<file path="src/rtl/adcout_pkg.sv">
package adcout_pkg;

    localparam int RES_W = 12;

    typedef logic [RES_W-1:0] code_t;

    typedef enum logic {
        SER_IDLE = 1'b0,
        SER_RUN  = 1'b1
    } ser_state_e;

    typedef struct packed {
        code_t raw;
        logic  sb;
    } capt_t;

    // Straight binary passes through; two's complement flips the top bit.
    function automatic code_t fmt_code(code_t raw, logic sb);
        code_t c;
        c = raw;
        if (!sb) c[RES_W-1] = ~raw[RES_W-1];
        return c;
    endfunction

endpackage

</file>
<file path="src/rtl/adcout_conv_seq.sv">
module adcout_conv_seq
    import adcout_pkg::*;
#(
    parameter int CONV_CYCLES = 32
) (
    input  logic  clk,
    input  logic  rst,
    input  logic  sel_n,
    input  logic  conv_n,
    input  code_t sample_in,
    input  logic  fmt_sb,
    output logic  rdy,
    output logic  start,
    output logic  done,
    output code_t load_val,
    output code_t result
);
    localparam int CNT_W = (CONV_CYCLES > 1) ? $clog2(CONV_CYCLES) : 1;

    logic             trig;
    logic             trig_q;
    logic             busy;
    logic [CNT_W-1:0] cnt;
    capt_t            cap_q;

    assign trig     = sel_n | conv_n;
    assign start    = !busy && trig_q && !trig;
    assign done     = busy && (cnt == CNT_W'(CONV_CYCLES - 1));
    assign load_val = fmt_code(cap_q.raw, cap_q.sb);
    assign rdy      = !busy;

    always_ff @(posedge clk) begin
        if (rst) begin
            trig_q <= 1'b1;
            busy   <= 1'b0;
            cnt    <= '0;
            cap_q  <= '0;
            result <= '0;
        end else begin
            trig_q <= trig;
            if (start) begin
                busy  <= 1'b1;
                cnt   <= '0;
                cap_q <= '{raw: sample_in, sb: fmt_sb};
            end else if (busy) begin
                if (done) begin
                    busy   <= 1'b0;
                    result <= load_val;
                end else begin
                    cnt <= cnt + 1'b1;
                end
            end
        end
    end

    // an accepted start drops ready at the next edge
    p_start_busy_r2: assert property (@(posedge clk) disable iff (rst)
        start |=> !rdy);

    // commands during a conversion neither end it nor replace the capture
    p_ignore_busy_r3: assert property (@(posedge clk) disable iff (rst)
        (busy && !done) |=> (!rdy && $stable(cap_q)));

    // the published result moves only at completion
    p_result_hold_r4: assert property (@(posedge clk) disable iff (rst)
        !done |=> $stable(result));

endmodule

</file>
<file path="src/rtl/adcout_ser_shift.sv">
module adcout_ser_shift
    import adcout_pkg::*;
#(
    parameter int BIT_CYCLES = 2
) (
    input  logic  clk,
    input  logic  rst,
    input  logic  start,
    input  logic  done,
    input  code_t load_val,
    input  logic  serial_ext,
    input  logic  sclk_ext,
    output logic  sdata,
    output logic  sclk_out
);
    localparam int PH_W  = (BIT_CYCLES > 1) ? $clog2(BIT_CYCLES) : 1;
    localparam int IDX_W = $clog2(RES_W);

    code_t            shreg;
    logic             sclk_q;
    logic             ext_edge;
    ser_state_e       st;
    logic [PH_W-1:0]  phase;
    logic [IDX_W-1:0] idx;

    assign ext_edge = serial_ext && sclk_ext && !sclk_q;
    assign sdata    = shreg[RES_W-1];
    assign sclk_out = (st == SER_RUN) && (phase >= PH_W'(BIT_CYCLES / 2));

    always_ff @(posedge clk) begin
        if (rst) begin
            shreg  <= '0;
            sclk_q <= 1'b0;
            st     <= SER_IDLE;
            phase  <= '0;
            idx    <= '0;
        end else begin
            sclk_q <= sclk_ext;
            if (done) begin
                shreg <= load_val;
                st    <= SER_IDLE;
            end else if (st == SER_RUN) begin
                if (phase == PH_W'(BIT_CYCLES - 1)) begin
                    phase <= '0;
                    shreg <= {shreg[RES_W-2:0], 1'b0};
                    if (idx == IDX_W'(RES_W - 1)) st <= SER_IDLE;
                    else idx <= idx + 1'b1;
                end else begin
                    phase <= phase + 1'b1;
                end
            end else if (start && !serial_ext) begin
                st    <= SER_RUN;
                phase <= '0;
                idx   <= '0;
            end else if (ext_edge) begin
                shreg <= {shreg[RES_W-2:0], 1'b0};
            end
        end
    end

    // one external clock edge moves the word one place toward the MSB
    p_ext_shift_r8: assert property (@(posedge clk) disable iff (rst)
        (ext_edge && st == SER_IDLE && !done) |=>
            (shreg == {$past(shreg[RES_W-2:0]), 1'b0}));

    // completion reloads the shift register
    p_reload_r10: assert property (@(posedge clk) disable iff (rst)
        done |=> (shreg == $past(load_val)));

    // with the external clock deselected and no stream, nothing shifts
    p_hold_r11: assert property (@(posedge clk) disable iff (rst)
        (!serial_ext && st == SER_IDLE && !done) |=> $stable(shreg));

    // a stream never counts past the last bit
    p_idx_range_r9: assert property (@(posedge clk) disable iff (rst)
        (st == SER_RUN) |-> (idx <= IDX_W'(RES_W - 1)));

endmodule

</file>
<file path="src/rtl/adcout_par_port.sv">
module adcout_par_port
    import adcout_pkg::*;
(
    input  logic  clk,
    input  logic  rst,
    input  logic  sel_n,
    input  logic  conv_n,
    input  code_t result,
    output logic  pdata_oe,
    output code_t pdata
);
    logic rd_en;

    assign rd_en = !sel_n && conv_n;

    always_ff @(posedge clk) begin
        if (rst) begin
            pdata_oe <= 1'b0;
            pdata    <= '0;
        end else begin
            pdata_oe <= rd_en;
            pdata    <= rd_en ? result : '0;
        end
    end

    // an undriven bus reads as zero
    p_float_zero_r6: assert property (@(posedge clk) disable iff (rst)
        !pdata_oe |-> (pdata == '0));

    // back-to-back reads of an unchanged result return the same word
    p_reread_r7: assert property (@(posedge clk) disable iff (rst)
        (pdata_oe && $stable(result)) |=> (!pdata_oe || $stable(pdata)));

endmodule

</file>
<file path="src/rtl/adc_result_port.sv">
module adc_result_port
    import adcout_pkg::*;
#(
    parameter int CONV_CYCLES = 32,
    parameter int BIT_CYCLES  = 2
) (
    input  logic              clk,
    input  logic              rst,
    input  logic              sel_n,
    input  logic              conv_n,
    input  logic [RES_W-1:0]  sample_in,
    input  logic              fmt_sb,
    input  logic              serial_ext,
    input  logic              sclk_ext,
    output logic              rdy,
    output logic              pdata_oe,
    output logic [RES_W-1:0]  pdata,
    output logic              sdata,
    output logic              sclk_out
);
    logic  start;
    logic  done;
    code_t load_val;
    code_t result;

    adcout_conv_seq #(.CONV_CYCLES(CONV_CYCLES)) u_seq (
        .clk       (clk),
        .rst       (rst),
        .sel_n     (sel_n),
        .conv_n    (conv_n),
        .sample_in (sample_in),
        .fmt_sb    (fmt_sb),
        .rdy       (rdy),
        .start     (start),
        .done      (done),
        .load_val  (load_val),
        .result    (result)
    );

    adcout_ser_shift #(.BIT_CYCLES(BIT_CYCLES)) u_ser (
        .clk        (clk),
        .rst        (rst),
        .start      (start),
        .done       (done),
        .load_val   (load_val),
        .serial_ext (serial_ext),
        .sclk_ext   (sclk_ext),
        .sdata      (sdata),
        .sclk_out   (sclk_out)
    );

    adcout_par_port u_par (
        .clk      (clk),
        .rst      (rst),
        .sel_n    (sel_n),
        .conv_n   (conv_n),
        .result   (result),
        .pdata_oe (pdata_oe),
        .pdata    (pdata)
    );

    // idle and quiet on the first cycle after reset
    p_reset_idle_r1: assert property (@(posedge clk)
        rst |=> (rdy && !pdata_oe && !sclk_out));

endmodule

</file>
<file path="config.mk">
export PLATFORM = sky130hd
export DESIGN_NAME = adc_result_port
export DESIGN_NICKNAME = d
export VERILOG_FILES = /design/src/rtl/adcout_pkg.sv /design/src/rtl/adcout_conv_seq.sv /design/src/rtl/adcout_ser_shift.sv /design/src/rtl/adcout_par_port.sv /design/src/rtl/adc_result_port.sv
export SDC_FILE = /design/constraint.sdc
export NUM_CORES = 1
export LEC_CHECK = 0
export CORE_UTILIZATION = 52
export DETAILED_ROUTE_END_ITERATION = 16
export GPL_ROUTABILITY_DRIVEN = 0
export PLACE_DENSITY = 0.86
export SYNTH_ARGS = -nofsm -noshare
export SYNTH_HDL_FRONTEND = slang
export SYNTH_SLANG_ARGS = --single-unit
</file>
<file path="constraint.sdc">
create_clock -name clk -period 2.3 [get_ports clk]
set_input_delay 0.23 -clock clk [delete_from_list [all_inputs] [get_ports clk]]
set_output_delay 0.23 -clock clk [all_outputs]
set_load 0.01 [all_outputs]
</file>
==> results of run 1 <==
[stage by stage]
stage / instances / total power, mW / area, um^2
floorplan: 258 / 1.27 / 2330
global placement: 333 / 1.33 / 2710
detailed placement: 333 / 1.33 / 2710
CTS: 349 / 2.29 / 2920
global route: 349 / 2.37 / 2920
finish: 349 / 2.28 / 2920
[worst max-delay path by stage]
stage	endpoint	slack [ns]	cells past startpoint
finish	u_ser.idx[1]	0.34	7
global route	u_ser.shreg[2]	0.19	7
CTS	u_ser.idx[1]	0.34	7
detailed placement	u_ser.idx[1]	0.35	7
global placement	u_ser.idx[0]	0.44	7
floorplan	u_ser.shreg[10]	0.60	8
[metal layers]
metal | GRT usage | part of all wire
met1 | 0.262 | 0.45
met3 | 0.0938 | 0.060
met5 | 0 | 0
met2 | 0.331 | 0.46
met4 | 0.151 | 0.020
[layout by cell type, fill, tap and decap left out, types with 3 or more instances in the layout]
cell type	netlist	layout
nand3_1	3	3
xor2_1	3	3
clkbuf_8	0	11
dfxtp_1	64	64
ha_1	3	3
clkdlybuf4s50_1	0	34
and2_1	13	13
inv_1	4	4
nor2b_1	3	3
a21oi_1	28	28
buf_4	1	7
a311oi_1	12	12
nor2_1	23	23
nand2_1	61	61
[critical path, cell delays in order, from the launching register on]
cell and delay [ns]:
dfxtp_1 0.37, ha_1 0.18, and3_1 0.17, ha_1 0.17, and2_1 0.37, nor2_1 0.10
and3_1 0.21, a32o_1 0.26
[registers in the layout, summed over array words and instances (netlist names)]
register / count
u_ser.shreg: 12
u_seq.load_val: 11
u_par.pdata_oe: 1
u_seq.result: 12
u_seq.busy: 1
u_ser.phase: 1
u_seq.cnt: 5
u_ser.st: 1
u_par.pdata: 12
u_ser.sclk_q: 1
u_seq.cap_q: 2
u_ser.idx: 4
u_seq.trig_q: 1
[logic make-up (layout without fill, tap and decap cells)]
kind of cell,after synthesis,in the layout,share of synthesized area
buffers and inverters,20,61,0.0392
and+or+nand+nor,115,115,0.229
DFF,64,64,0.549
AOI/OAI and AO/OA,49,49,0.138
xor gates and xnor gates,4,4,0.0150
muxes,3,3,0.0134
adders and majority gates,3,3,0.0161
[power by group]
group | internal, mW | switching, mW
clock network | 0.555 | 0.416
registers | 1.14 | 0.0210
logic | 0.0750 | 0.0731
[final cells by class]
type / instances / area, um^2 / share of cell area
Clock buffer: 11 / 151 / 0.0519
Sequential cell: 64 / 1280 / 0.439
Timing Repair Buffer: 41 / 393 / 0.135
Clock inverter: 5 / 55.1 / 0.0189
Inverter: 4 / 15.0 / 0.00515
Multi-Input combinational cell: 174 / 960 / 0.329
Tap cell: 50 / 62.6 / 0.0214
==> impl_metrics.tcl, run 1 <==
set metrics [dict create \
    cts_made_buffers 9 \
    power_density_nw_per_um2 781 \
    grt_overflow 0 \
    cts.clk_slew.worst_paths_ns 0.07 \
    netlist.top_cell.by_area "dfxtp_1" \
    worst_slack_ns 0.343 \
    vias 1869 \
    area_growth_pct 25.1 \
    r2r_start "u_seq.cnt[0]" \
    htreeDepth 3 \
    cts_setup_buffers 0 \
    grt_pass1_vias 1763 \
    setup_tns_ns 0 \
    track_usage 0.224 \
    synth_edf_count 0 \
    insertion_delay_ns 0.34 \
    cts_sinks 64 \
    die_width_um 69.0 \
    antenna_found_initial 0 \
    synth_seq_cells 64 \
    timing.final.crit_period_ns 1.96 \
    hpwl_um 2950 \
    reg2regPathDepth 7 \
    wl_per_cell_um 12.5 \
    avgSynthCellArea_um2 9.04 \
    grt_pass1_wl_um 7510 \
    max_freq_mhz 511 \
    synth_area_um2 2330 \
    post-route-util 0.704 \
    cts_resized 0 \
    setup.worst_path.class "reg2reg" \
    drv_cap 0 \
    die-height_um 69.0 \
    rows 23 \
    worstPathRequired_ns 2.52 \
    netlist_instances 258 \
    portBuffers 34 \
    hold_path_depth 3 \
    max-vdd-ir-drop_mv 0.478 \
    grt_max_degree 25 \
    synth_most_common_cell "dfxtp_1" \
    yosysUniqueCellTypes 38 \
    core-area_um2 4140 \
    cp-end-kind "flip-flop" \
    synthFlopType "dfxtp_1" \
    hold_class "in2reg" \
    cp_max_fo 13 \
    antenna_left 0 \
    reg2reg_slack_ns 0.34 \
    worstMarginPinSlew_ns 0.500 \
    synth_top_area_frac 0.549 \
    vias_per_cell 5.36 \
    drc_errors 0 \
    drive_gt1_frac 0.0903 \
    drtIter0Drc 93 \
    cts_tree "done" \
    ys_seq_area_frac 0.549 \
    power_leakage_nw 1.09 \
    fill_cells 333 \
    finClkSkew_ns 0.00625 \
    ys_top_cells_by_count "64 x dfxtp_1, 61 x nand2_1, 28 x a21oi_1" \
    io_pins 35 \
    start_util 0.563 \
    ys_warn_count 0 \
    dieArea_um2 4760 \
    worstPathArrival_ns 2.18 \
    holdCritStartpoint "fmt_sb" \
    timing.final.hold_violations 0 \
    synthTopCellsByArea "dfxtp_1 55%, nand2_1 9.8%, a21oi_1 6.0%, a311oi_1 4.5%, nor2_1 3.7%" \
    start_kind "flip-flop" \
    diodes 0 \
    root_buffer "clkbuf_8" \
    dr.pass1.iters 5 \
    worst_hold_slack_ns 0.431 \
    max_slew_margin 0.666 \
    setup_viol 0 \
    rr_endpoint "u_ser.idx[1]" \
    holdBufCountCts 0 \
    status "finished, final reports clean" \
    rsz0062_at_grt "no" \
    nets 316 \
    final_max_slew_viol_count 0 \
    finalCritPeriodShare 0.851 \
    hold_end "u_seq.cap_q[0]" \
    cts.path.max_buffers 2 \
    syn_nets 280 \
    crit_start "u_seq.cnt[0]" \
    async_flop_share 0 \
    finalWirelength_um 4360 \
    pre_cts_ws_ns 0.350 \
]
Power figures use the tool's default switching activity.
==> run 2: changes to the inputs <==
CORE_UTILIZATION = 47   (was 52)
PLACE_DENSITY = 0.83   (was 0.86)
clock period = 1.8 ns   (was 2.3 ns; I/O delays follow)
==> run 2 against run 1 <==
Cell count rose by 6.9%. Clock skew grew 0.0022 ns. Utilization down 7.0 points.
==> impl_metrics.tcl, run 2 (synthesis results as in run 1) <==
set metrics [dict create \
    worst_slack_ns 0.0597 \
    rsz0062_at_grt "yes" \
    swShare 0.241 \
    setup_tns_ns 0 \
    setup.worst_path.class "reg2reg" \
    antenna_found_initial 0 \
    dr.pass1.iters 4 \
    cts_setup_buffers 0 \
    timing.final.crit_period_ns 1.74 \
    rows 25 \
    dieArea_um2 5250 \
    pre_cts_ws_ns 0.0564 \
    power_frac_seq 0.503 \
    crit_start "u_seq.cnt[1]" \
    power_density_nw_per_um2 979 \
    power_frac_comb 0.070 \
    pwr-share-clk 0.428 \
    drtIter0Drc 127 \
    worstMarginPinSlew_ns 0.306 \
    cp_max_fo 13 \
    hpwl_um 3110 \
    hold_class "in2reg" \
    cts_made_buffers 9 \
    drc_errors 0 \
    dp.cells 357 \
    die-height_um 72.4 \
    finClkSkew_ns 0.00845 \
    area_growth_pct 29.3 \
    grt_overflow 0 \
    worstPathArrival_ns 2.00 \
    htreeDepth 3 \
    stdcell_count 373 \
    drv_cap 0 \
    status "finished, final reports clean" \
    holdCritStartpoint "sample_in[5]" \
    final_cell_mix "63 x dfxtp_1, 60 x nand2_1, 34 x clkdlybuf4s50_1" \
    root_buffer "clkbuf_8" \
    cts.path.max_buffers 2 \
    cts.clk_slew.worst_paths_ns 0.07 \
    drive_gt1_frac 0.131 \
    vias 1880 \
    setup_viol 0 \
    cts_sinks 64 \
    final_max_slew_viol_count 0 \
    start_kind "flip-flop" \
    cts_tree "done" \
    intPower_mw 2.24 \
    stdcell_area_um2 3020 \
    max_freq_mhz 575 \
    max_slew_margin 0.796 \
    worstPathRequired_ns 2.06 \
    timing.final.hold_violations 0 \
    start_util 0.491 \
    nets 323 \
    die_width_um 72.4 \
    antenna_left 0 \
    io_pins 35 \
    grt_pass1_wl_um 8190 \
    finalCritPeriodShare 0.967 \
    finalWirelength_um 4770 \
    cp-end-kind "flip-flop" \
    wl_per_cell_um 12.8 \
    vias_per_cell 5.04 \
    final_common_cell "dfxtp_1" \
    reg_top3 "u_par.pdata (12), u_seq.result (12), u_ser.shreg (12)" \
    diodes 0 \
    core-area_um2 4750 \
    max-vdd-ir-drop_mv 0.585 \
    track_usage 0.211 \
    p_switching_mw 0.710 \
    insertion_delay_ns 0.35 \
    grt_max_degree 30 \
    r2r_start "u_seq.cnt[1]" \
    grt_pass1_vias 1859 \
    portBuffers 34 \
    dpl-instance-area_um2 2790 \
    power_leakage_nw 1.13 \
]
-- run 2: cell types whose count changed in the layout (fill, tap and decap cells not counted), sizes merged --
cell	change
buf	+7
clkbuf	-1
inv	+1
-- run 2: worst max-delay path, cell delays in order (launching register included) --
cell and delay, ns:
dfxtp_1 0.36, ha_1 0.18, and3_1 0.17, ha_2 0.20
nand2_2 0.09, nand3_1 0.16, buf_6 0.17, nor2_1 0.06
a311oi_2 0.27
-- run 2: metal layers --
metal  wire (um)  up-vias  track usage
li1            -      957            -
met1        2100      868        0.250
met2        2360       46        0.337
met3         205        9       0.0736
met4         105        0        0.113
met5           0        -            0
-- run 2: path summary, 6_finish.rpt --
path	endpoint	slack [ns]	depth (start not counted)
worst max-delay path	u_ser.shreg[4]	0.06	8
worst min-delay path	u_seq.load_val[5]	0.38	3
worst max register to register	u_ser.shreg[4]	0.06	8
worst min register to register	u_seq.result[3]	0.45	2
-- run 2: power groups by stage --
stage | logic [mW] | clock network (mW) | registers (mW)
detailed placement | 0.199 | 0 | 1.51
CTS | 0.204 | 1.28 | 1.48
finish | 0.205 | 1.26 | 1.48
floorplan | 0.114 | 0 | 1.51
global placement | 0.193 | 0 | 1.51
global route | 0.227 | 1.35 | 1.49
-- run 2: layout make-up --
| class | count | area, um^2 |
|---|---|---|
| Fill cell | 430 | 1740 |
| Sequential cell | 64 | 1280 |
| Multi-Input combinational cell | 174 | 976 |
| Timing Repair Buffer | 48 | 453 |
| Clock buffer | 10 | 138 |
| Tap cell | 67 | 83.8 |
| Clock inverter | 6 | 67.6 |
| Inverter | 4 | 15.0 |
-- run 2: timing repair --
action | in CTS | in global routing
setup endpoints to repair | 2 | 19
hold buffers | 0 | 0
pin swaps | 0 | 0
resized for setup | 2 | 7
-- run 2: stage by stage --
step	power [mW]	util	hold WS (ns)
floorplan	1.62	-	0.282
global placement	1.71	0.586	0.439
detailed placement	1.71	0.586	0.444
CTS	2.97	0.631	0.364
global route	3.06	0.634	0.392
finish	2.95	0.634	0.376
